==> config.mk <==
export PLATFORM = sky130hd
export DESIGN_NAME = nested_walker
export DESIGN_NICKNAME = d
export VERILOG_FILES = /design/src/rtl/nwalk_pkg.sv /design/src/rtl/nw_index_pick.sv /design/src/rtl/nw_entry_decode.sv /design/src/rtl/nested_walker.sv
export SDC_FILE = /design/constraint.sdc
export NUM_CORES = 1
export LEC_CHECK = 0
export CORE_ASPECT_RATIO = 1.25
export CORE_MARGIN = 3
export CORE_UTILIZATION = 40
export CTS_BUF_LIST = sky130_fd_sc_hd__clkbuf_16
export DETAILED_ROUTE_END_ITERATION = 10
export HOLD_SLACK_MARGIN = 0.05
export PLACE_DENSITY = 0.66
export SETUP_SLACK_MARGIN = 0.5
export SYNTH_ARGS = -nofsm -noshare
export SYNTH_HDL_FRONTEND = slang
export SYNTH_SLANG_ARGS = --single-unit
==> constraint.sdc <==
create_clock -name clk -period 9.5 [get_ports clk]
set_input_delay 1.9 -clock clk [delete_from_list [all_inputs] [get_ports clk]]
set_output_delay 1.9 -clock clk [all_outputs]
set_load 0.05 [all_outputs]
==> src/rtl/nwalk_pkg.sv <==
package nwalk_pkg;
    localparam int ENTRY_W     = 64;
    localparam int PRESENT_BIT = 0;
    localparam int LARGE_BIT   = 7;
    localparam int LARGE_LEVEL = 2;

    typedef enum logic [2:0] {
        ST_IDLE,
        ST_NEST_REQ,
        ST_NEST_WAIT,
        ST_GST_REQ,
        ST_GST_WAIT,
        ST_DONE,
        ST_FAULT
    } walk_state_e;
endpackage

==> src/rtl/nw_index_pick.sv <==
module nw_index_pick #(
    parameter int A_W      = 52,
    parameter int LEVELS   = 4,
    parameter int IDX_W    = 9,
    parameter int PG_SHIFT = 12,
    parameter int LVL_W    = 3
) (
    input  logic [A_W-1:0]   addr,
    input  logic [LVL_W-1:0] level,
    output logic [A_W-1:0]   byte_off
);
    logic [IDX_W-1:0] slice [1:LEVELS];
    logic [IDX_W-1:0] idx;
    logic             unused_addr;

    for (genvar l = 1; l <= LEVELS; l++) begin : g_slice
        assign slice[l] = addr[PG_SHIFT + IDX_W*(l-1) +: IDX_W];
    end

    always_comb begin
        idx = '0;
        for (int l = 1; l <= LEVELS; l++) begin
            if (level == LVL_W'(l)) idx = slice[l];
        end
    end

    // entries are 8 bytes
    assign byte_off    = A_W'({idx, 3'b000});
    assign unused_addr = ^addr;
endmodule

==> src/rtl/nw_entry_decode.sv <==
module nw_entry_decode import nwalk_pkg::*; #(
    parameter int PA_W     = 52,
    parameter int PG_SHIFT = 12,
    parameter int IDX_W    = 9,
    parameter int LVL_W    = 3
) (
    input  logic [ENTRY_W-1:0] entry,
    input  logic [LVL_W-1:0]   level,
    input  logic [PA_W-1:0]    xlat_addr,
    output logic               present,
    output logic               big_leaf,
    output logic [PA_W-1:0]    next_base,
    output logic [PA_W-1:0]    leaf_addr
);
    localparam int BIG_SHIFT = PG_SHIFT + IDX_W;
    logic unused_entry;

    assign present   = entry[PRESENT_BIT];
    assign big_leaf  = entry[LARGE_BIT] && (level == LVL_W'(LARGE_LEVEL));
    assign next_base = {entry[PA_W-1:PG_SHIFT], {PG_SHIFT{1'b0}}};
    assign leaf_addr = big_leaf ? {entry[PA_W-1:BIG_SHIFT], xlat_addr[BIG_SHIFT-1:0]}
                                : {entry[PA_W-1:PG_SHIFT],  xlat_addr[PG_SHIFT-1:0]};
    assign unused_entry = ^entry;
endmodule

==> src/rtl/nested_walker.sv <==
module nested_walker import nwalk_pkg::*; #(
    parameter int PA_W     = 52,
    parameter int LEVELS   = 4,
    parameter int IDX_W    = 9,
    parameter int PG_SHIFT = 12,
    parameter int VA_W     = PG_SHIFT + LEVELS*IDX_W
) (
    input  logic               clk,
    input  logic               rst_n,
    input  logic               req_valid,
    input  logic [VA_W-1:0]    req_gva,
    input  logic [PA_W-1:0]    req_guest_root,
    input  logic [PA_W-1:0]    req_nest_root,
    output logic               busy,
    output logic               done,
    output logic               fault,
    output logic [PA_W-1:0]    spa,
    output logic               mem_req,
    output logic [PA_W-1:0]    mem_addr,
    input  logic               mem_rsp_valid,
    input  logic [ENTRY_W-1:0] mem_rsp_data
);
    localparam int LVL_W = $clog2(LEVELS + 1);

    walk_state_e       st;
    logic [VA_W-1:0]   gva_r;
    logic [PA_W-1:0]   nroot_r, gpa_tgt, nbase, spa_tgt;
    logic [LVL_W-1:0]  gl, nl;
    logic              last_pass;

    logic [PA_W-1:0]   g_addr, g_off, n_off;
    logic [LVL_W-1:0]  g_lvl, d_lvl;
    logic [PA_W-1:0]   d_addr, d_base, d_leaf;
    logic              d_present, d_big, leaf_hit;

    // guest index: level 4 of the incoming request, else the next guest level
    assign g_addr = (st == ST_IDLE) ? PA_W'(req_gva) : PA_W'(gva_r);
    assign g_lvl  = (st == ST_IDLE) ? LVL_W'(LEVELS) : gl - 1'b1;

    nw_index_pick #(.A_W(PA_W), .LEVELS(LEVELS), .IDX_W(IDX_W),
                    .PG_SHIFT(PG_SHIFT), .LVL_W(LVL_W)) u_gidx (
        .addr(g_addr), .level(g_lvl), .byte_off(g_off));

    nw_index_pick #(.A_W(PA_W), .LEVELS(LEVELS), .IDX_W(IDX_W),
                    .PG_SHIFT(PG_SHIFT), .LVL_W(LVL_W)) u_nidx (
        .addr(gpa_tgt), .level(nl), .byte_off(n_off));

    // one decoder shared by guest and nested responses
    assign d_lvl  = (st == ST_GST_WAIT) ? gl : nl;
    assign d_addr = (st == ST_GST_WAIT) ? PA_W'(gva_r) : gpa_tgt;

    nw_entry_decode #(.PA_W(PA_W), .PG_SHIFT(PG_SHIFT), .IDX_W(IDX_W),
                      .LVL_W(LVL_W)) u_dec (
        .entry(mem_rsp_data), .level(d_lvl), .xlat_addr(d_addr),
        .present(d_present), .big_leaf(d_big),
        .next_base(d_base), .leaf_addr(d_leaf));

    assign leaf_hit = (d_lvl == LVL_W'(1)) || d_big;

    // state register and walk registers
    always_ff @(posedge clk) begin
        if (!rst_n) begin
            st        <= ST_IDLE;
            gva_r     <= '0;
            nroot_r   <= '0;
            gpa_tgt   <= '0;
            nbase     <= '0;
            spa_tgt   <= '0;
            gl        <= '0;
            nl        <= '0;
            last_pass <= 1'b0;
        end else begin
            unique case (st)
                ST_IDLE: begin
                    if (req_valid) begin
                        gva_r     <= req_gva;
                        nroot_r   <= req_nest_root;
                        nbase     <= req_nest_root;
                        gpa_tgt   <= req_guest_root + g_off;
                        gl        <= LVL_W'(LEVELS);
                        nl        <= LVL_W'(LEVELS);
                        last_pass <= 1'b0;
                        st        <= ST_NEST_REQ;
                    end
                end
                ST_NEST_REQ: st <= ST_NEST_WAIT;
                ST_NEST_WAIT: begin
                    if (mem_rsp_valid) begin
                        if (!d_present) begin
                            st <= ST_FAULT;
                        end else if (leaf_hit) begin
                            spa_tgt <= d_leaf;
                            st      <= last_pass ? ST_DONE : ST_GST_REQ;
                        end else begin
                            nbase <= d_base;
                            nl    <= nl - 1'b1;
                            st    <= ST_NEST_REQ;
                        end
                    end
                end
                ST_GST_REQ: st <= ST_GST_WAIT;
                ST_GST_WAIT: begin
                    if (mem_rsp_valid) begin
                        if (!d_present) begin
                            st <= ST_FAULT;
                        end else begin
                            nbase <= nroot_r;
                            nl    <= LVL_W'(LEVELS);
                            st    <= ST_NEST_REQ;
                            if (leaf_hit) begin
                                gpa_tgt   <= d_leaf;
                                last_pass <= 1'b1;
                            end else begin
                                gpa_tgt <= d_base + g_off;
                                gl      <= gl - 1'b1;
                            end
                        end
                    end
                end
                ST_DONE:  st <= ST_IDLE;
                ST_FAULT: st <= ST_IDLE;
                default:  st <= ST_IDLE;
            endcase
        end
    end

    // outputs
    always_comb begin
        busy     = (st != ST_IDLE);
        done     = 1'b0;
        fault    = 1'b0;
        spa      = '0;
        mem_req  = 1'b0;
        mem_addr = '0;
        unique case (st)
            ST_NEST_REQ: begin
                mem_req  = 1'b1;
                mem_addr = nbase + n_off;
            end
            ST_GST_REQ: begin
                mem_req  = 1'b1;
                mem_addr = spa_tgt;
            end
            ST_DONE: begin
                done = 1'b1;
                spa  = spa_tgt;
            end
            ST_FAULT: fault = 1'b1;
            default: ;
        endcase
    end


    done_fault_excl_chk: assert property (@(posedge clk) disable iff (!rst_n)
        !(done && fault)) else $error("done and fault together");


    end_pulse_chk: assert property (@(posedge clk) disable iff (!rst_n)
        (done || fault) |=> (!done && !fault && !busy)) else $error("end pulse too long");


    one_read_chk: assert property (@(posedge clk) disable iff (!rst_n)
        mem_req |=> !mem_req) else $error("back-to-back read");


    wait_quiet_chk: assert property (@(posedge clk) disable iff (!rst_n)
        ((st == ST_NEST_WAIT || st == ST_GST_WAIT) && !mem_rsp_valid) |=> !mem_req)
        else $error("read issued while one outstanding");


    busy_start_chk: assert property (@(posedge clk) disable iff (!rst_n)
        $rose(busy) |-> $past(req_valid)) else $error("busy without request");
endmodule

==> results of run 1 <==
-- registers in the layout (all words and copies together), names as in the netlist --
signal / count
last_pass: 1
gl: 3
st: 3
nl: 3
gpa_tgt: 48
spa_tgt: 52
nroot_r: 52
nbase: 52
gva_r: 48
-- worst max-delay path by stage --
stage          slack [ns]            to  startpoint
2_1_floorplan        3.07  mem_addr[17]       nl[0]
3_3_place_gp         2.68  mem_addr[50]       nl[0]
3_5_place_dp         2.65  mem_addr[50]       nl[0]
4_1_cts              2.04  mem_addr[50]       nl[0]
5_1_grt              1.53  mem_addr[50]       nl[0]
6_report             1.99  mem_addr[50]       nl[0]
-- Yosys cell counts, types with 12 or more instances --
| library cell | n |
|---|---|
| nand2_1 | 429 |
| nor3_1 | 30 |
| o211ai_1 | 19 |
| a211oi_1 | 40 |
| ha_1 | 24 |
| mux2i_1 | 19 |
| a22oi_1 | 56 |
| inv_1 | 17 |
| nor2_1 | 144 |
| nand3_1 | 62 |
| and3_1 | 12 |
| a311oi_1 | 52 |
| nand4_1 | 18 |
| a21oi_1 | 251 |
| a21boi_0 | 16 |
| o21ai_0 | 80 |
| clkbuf_1 | 149 |
| o22ai_1 | 23 |
| xnor2_1 | 68 |
| and2_1 | 56 |
| dfxtp_1 | 262 |
-- stage by stage --
stage / power, W / util / instance area, µm²
finish: 0.00309 / 0.517 / 18800
global route: 0.00323 / 0.517 / 18800
CTS: 0.00310 / 0.517 / 18800
detailed placement: 0.00208 / 0.494 / 18000
global placement: 0.00206 / 0.494 / 18000
floorplan: 0.00176 / - / 14800
-- cell type report --
| class | instances | area (µm²) | area share |
|---|---|---|---|
| multi-input cells | 1558 | 8840 | 0.470 |
| flip-flops and latches | 262 | 5250 | 0.279 |
| repair buffers | 329 | 3220 | 0.171 |
| clock buffers | 28 | 701 | 0.0372 |
| well taps | 480 | 601 | 0.0319 |
| clock inverters | 21 | 131 | 0.00698 |
| inverters | 20 | 80.1 | 0.00425 |
-- critical path, stage by stage (launching register included) --
cell and delay, ns:
dfxtp_1 0.37, inv_1 0.14, ha_1 0.54, nor2_1 0.10, a21oi_1 0.18, nor2_1 0.06
a21oi_1 0.12, o21ai_0 0.15, ha_1 0.41, o21ai_0 0.12, o21bai_1 0.24, nand3_1 0.51
buf_4 0.38, a2111oi_0 0.50, xnor2_1 0.15, a21oi_1 0.22, clkdlybuf4s50_1 0.84
-- routing by layer --
layer  vias up  part of all wire
met5         -                 0
met4         0             0.042
met3       123             0.071
met2       680              0.49
met1      7400              0.40
li1       7517                 -
-- cell families after synthesis --
kind of cell | Yosys count | synth area share
xor+xnor | 75 | 0.0445
buf+inv | 190 | 0.0499
flops | 262 | 0.355
simple gates | 806 | 0.241
compound gates | 625 | 0.269
fa+ha+maj | 26 | 0.0230
mux | 26 | 0.0182
-- report_power, final --
group / internal (W) / total (W) / switching, W
registers: 0.00119 / 0.00128 / 0.0000891
logic: 0.000294 / 0.000780 / 0.000486
clock network: 0.000559 / 0.00103 / 0.000467
total: 0.00205 / 0.00309 / 0.00104
==> metrics.yaml, run 1 <==
fin_cells: 2698
ant_nets: 0
fp.dieW_um: 178
ir_worst_vdd_mv: 0.135
crit_path_start_kind: "register"
hp-start: "gva_r[37]"
use_met1: 0.341
synthFlopType: "dfxtp_1"
fillers: 3569
diodes: 0
leakagePower_nw: 6.36
required_ns: 7.60
start_util: 0.406
cts_tree: "yes"
mostFrequentLayoutCell: "nand2_1"
slew_headroom: 0.209
holdWs_ns: 0.456
ys_ff_latch: 262
layout_setup_ws_ns: 1.99
overflow: 0
worst_clock_skew_ns: 0.0150
netlist_area_mm2: 0.0148
gp_congestion: 0.883
vias_per_cell: 5.83
drive_gt1_frac: 0.0428
reg2reg_from: "gl[0]"
nets: 2445
via_count: 15700
avgRoutedWirePerCell_um: 20.9
dieArea_mm2: 0.0393
dp_cells: 2649
ys_warn_count: 0
met2_usage: 0.465
dp_hpwl_um: 40200
period_share: 0.791
ctsHoldBuffers: 0
ff2ff_setup_slack_ns: 4.12
yosysUniqueCellTypes: 71
reg2reg_depth: 15
synth_nets: 2256
setup_viol: 0
tightest_slew_ns: 1.18
path_max_fanout: 18
setup_tns_ns: 0
syn_avg_cell_area_um2: 7.35
worstReg2RegEnd: "gpa_tgt[29]"
powerDensity_mw_per_mm2: 164
grt_pass1_wl_um: 85100
cts-root-buf: "clkbuf_16"
area_growth_pct: 27.4
final_hold_viol_count: 0
core_area_mm2: 0.0364
synth-edff-count: 0
hold_depth: 2
layout_common_cells: "nand2_1 (428), clkdlybuf4s50_1 (301), dfxtp_1 (262)"
postCtsResizedCells: 0
synth-async-reset-ratio: 0
hp-class: "register to register"
holdPathEnd: "gva_r[37]"
clk_pin_slew_ns: 0.06
io_pins: 328
synth.top_cell.area_share: 0.355
drc_errors: 0
rows: 78
cts-htree-levels: 1
grt_max_degree: 111
first_pass_iters: 6
top_usage_layer: "met2"
grtUsageTotal: 0.272
yosys-top-cells-area: "dfxtp_1 (36%), nand2_1 (11%), a21oi_1 (8.5%), xnor2_1 (4.0%), clkbuf_1 (3.8%)"
place_ws_ns: 2.65
first_iter_violations: 1358
cts_buffers: 28
synth.yosys.seq_area_share: 0.355
period_needed_ns: 7.51
crit_type: "register to output pin"
io_buffers: 301
slew_violations: 0
synth_top_cell_by_area: "dfxtp_1"
clock.fmax_mhz: 133
clk_latency_ns: 0.57
die_h_um: 221
grt_pass1_vias: 14700
arrival_ns: 5.61
cp-end-kind: "output pin"
syn_inst: 2010
status: "complete, no violations"
drt-total-wl_um: 56300
antenna_found_initial: 0
grt_setup_unrepaired: "false"
gr-usage-met3: 0.0405
cts_max_path_buffers: 3
cap_violations: 0
cts_setup_buffers: 0
clock-sinks: 262
Note: power is estimated with default switching activity, not from simulation.
==> run 2, diff against run 1 <==
clock period = 7.7 ns   (was 9.5 ns; I/O delays follow)
==> metrics.yaml, run 2 (synthesis gave the netlist of run 1 again) <==
vias_per_cell: 5.81
place_ws_ns: 1.34
combPwrFrac: 0.248
setup_viol: 0
rows: 78
core_area_mm2: 0.0364
fillers: 3557
via_count: 15700
first_pass_iters: 6
grt_setup_unrepaired: "false"
layout_common_cells: "nand2_1 (428), clkdlybuf4s50_1 (300), dfxtp_1 (262)"
die_h_um: 221
cts_setup_buffers: 0
cap_violations: 0
cp.buffers_inverters: 2
crit_path_start_kind: "register"
p_switching_w: 0.00128
ctsHoldBuffers: 0
hp-class: "register to register"
leakagePower_nw: 6.40
cts-htree-levels: 1
arrival_ns: 5.31
gp_congestion: 0.916
pwr-share-clk: 0.344
cts_tree: "yes"
worst_clock_skew_ns: 0.0177
start_util: 0.406
cts_buffers: 28
area_growth_pct: 27.9
slew_headroom: 0.187
seqPwrFrac: 0.408
mostFrequentLayoutCell: "nand2_1"
setup_tns_ns: 0
overflow: 0
crit_path_top_delay_cell: "clkdlybuf4s50_1"
slew_violations: 0
reg2reg_depth: 15
drive_gt1_frac: 0.0429
grtUsageTotal: 0.271
clk_latency_ns: 0.56
layout_setup_ws_ns: 0.847
drt-total-wl_um: 55900
required_ns: 6.16
dieArea_mm2: 0.0393
period_needed_ns: 6.85
ant_nets: 0
hold_depth: 2
antenna_found_initial: 2
io_buffers: 301
grt_pass1_vias: 14800
io_pins: 328
grt_pass1_wl_um: 84700
drc_errors: 0
top_regs: "nbase: 52 flops, nroot_r: 52 flops, spa_tgt: 52 flops"
powerDensity_mw_per_mm2: 205
clk_pin_slew_ns: 0.06
cts_max_path_buffers: 3
period_share: 0.890
path_depth: 16
internal_power_w: 0.00260
path_max_fanout: 13
clock.fmax_mhz: 146
swShare: 0.331
final_hold_viol_count: 0
crit_type: "register to output pin"
nets: 2444
fp.dieW_um: 178
multi_input_area_mm2: 0.00885
ir_worst_vdd_mv: 0.161
cp-end-kind: "output pin"
critPathMaxStageDelay_ns: 0.85
seq_area_mm2: 0.00525
first_iter_violations: 1577
status: "complete, no violations"
dp_hpwl_um: 39800
tightest_slew_ns: 1.22
clock-sinks: 262
cts-root-buf: "clkbuf_16"
crit_family: "compound AO/OA/AOI/OAI gates"
grt_max_degree: 135
avgRoutedWirePerCell_um: 20.7
crit_chain: "inv_1 > ha_1 > nand2_1 > nor2_1 > a21oi_1 > nor2_1 > a21oi_1 > o21ai_0 > ha_1 > nand2_1 > nor2_1 > nand3_1 > a2111oi_0 > xnor2_1 > a21oi_1 > clkdlybuf4s50_1"
==> run 2: power by group through the flow <==
stage               Sequential [W]  Combinational [W]  Clock, W
floorplan                  0.00157           0.000612         0
global placement           0.00161           0.000935         0
detailed placement         0.00161           0.000951         0
CTS                        0.00158           0.000955   0.00135
global route               0.00160            0.00105   0.00140
finish                     0.00158           0.000962   0.00133
==> run 2: cell type report <==
cell class | instances | area share
Multi-Input combinational cell | 1558 | 0.468
Sequential cell | 262 | 0.278
Timing Repair Buffer | 328 | 0.171
Clock buffer | 28 | 0.0371
Tap cell | 480 | 0.0318
Clock inverter | 21 | 0.00980
Inverter | 20 | 0.00424
Antenna cell | 1 | 0.000132
==> run 2: worst paths after layout <==
check	slack (ns)	startpoint	end
max	0.85	nl[1]	mem_addr[50]
min	0.46	gva_r[33]	gva_r[33]
max reg2reg	2.28	gl[0]	gpa_tgt[25]
min reg2reg	0.46	gva_r[33]	gva_r[33]
==> run 2: worst reg2reg max path, cell delays in order (launching register included) <==
cell and delay, ns:
dfxtp_1 0.70, inv_1 0.15, ha_1 0.28, xnor2_1 0.68, nor2_1 0.35, a221oi_1 0.42, nor2_1 0.11, ha_1 0.24
fa_1 0.44, a211oi_1 0.38, nor3_1 0.11, buf_4 0.18, o21ai_1 0.52, nor2_1 0.14, xnor2_1 0.42, o22ai_1 0.14
==> run 2: timing repair <==
item,CTS,global route
endpoints found under the setup margin,0,27
hold endpoints to repair,0,0
gates resized for setup,0,2
==> run 2: through the flow <==
stage               instance area [µm²]  std cells  total power, W   util  hold WS [ns]
finish                            18900       2698         0.00388  0.519         0.455
global route                      18900       2697         0.00405  0.519         0.466
CTS                               18900       2697         0.00389  0.519         0.455
detailed placement                18000       2648         0.00256  0.494         0.447
global placement                  18000       2648         0.00254  0.494         0.442
floorplan                         14800       2010         0.00218      -         0.432
==> run 2: routing by layer <==
layer	GRT usage	part of all wire	routed length (µm)	vias up
met4	0.117	0.048	2660	2
met5	0	0.00013	7	-
met1	0.338	0.40	22300	7369
met3	0.0465	0.074	4140	127
met2	0.456	0.48	26800	653
li1	-	-	-	7528
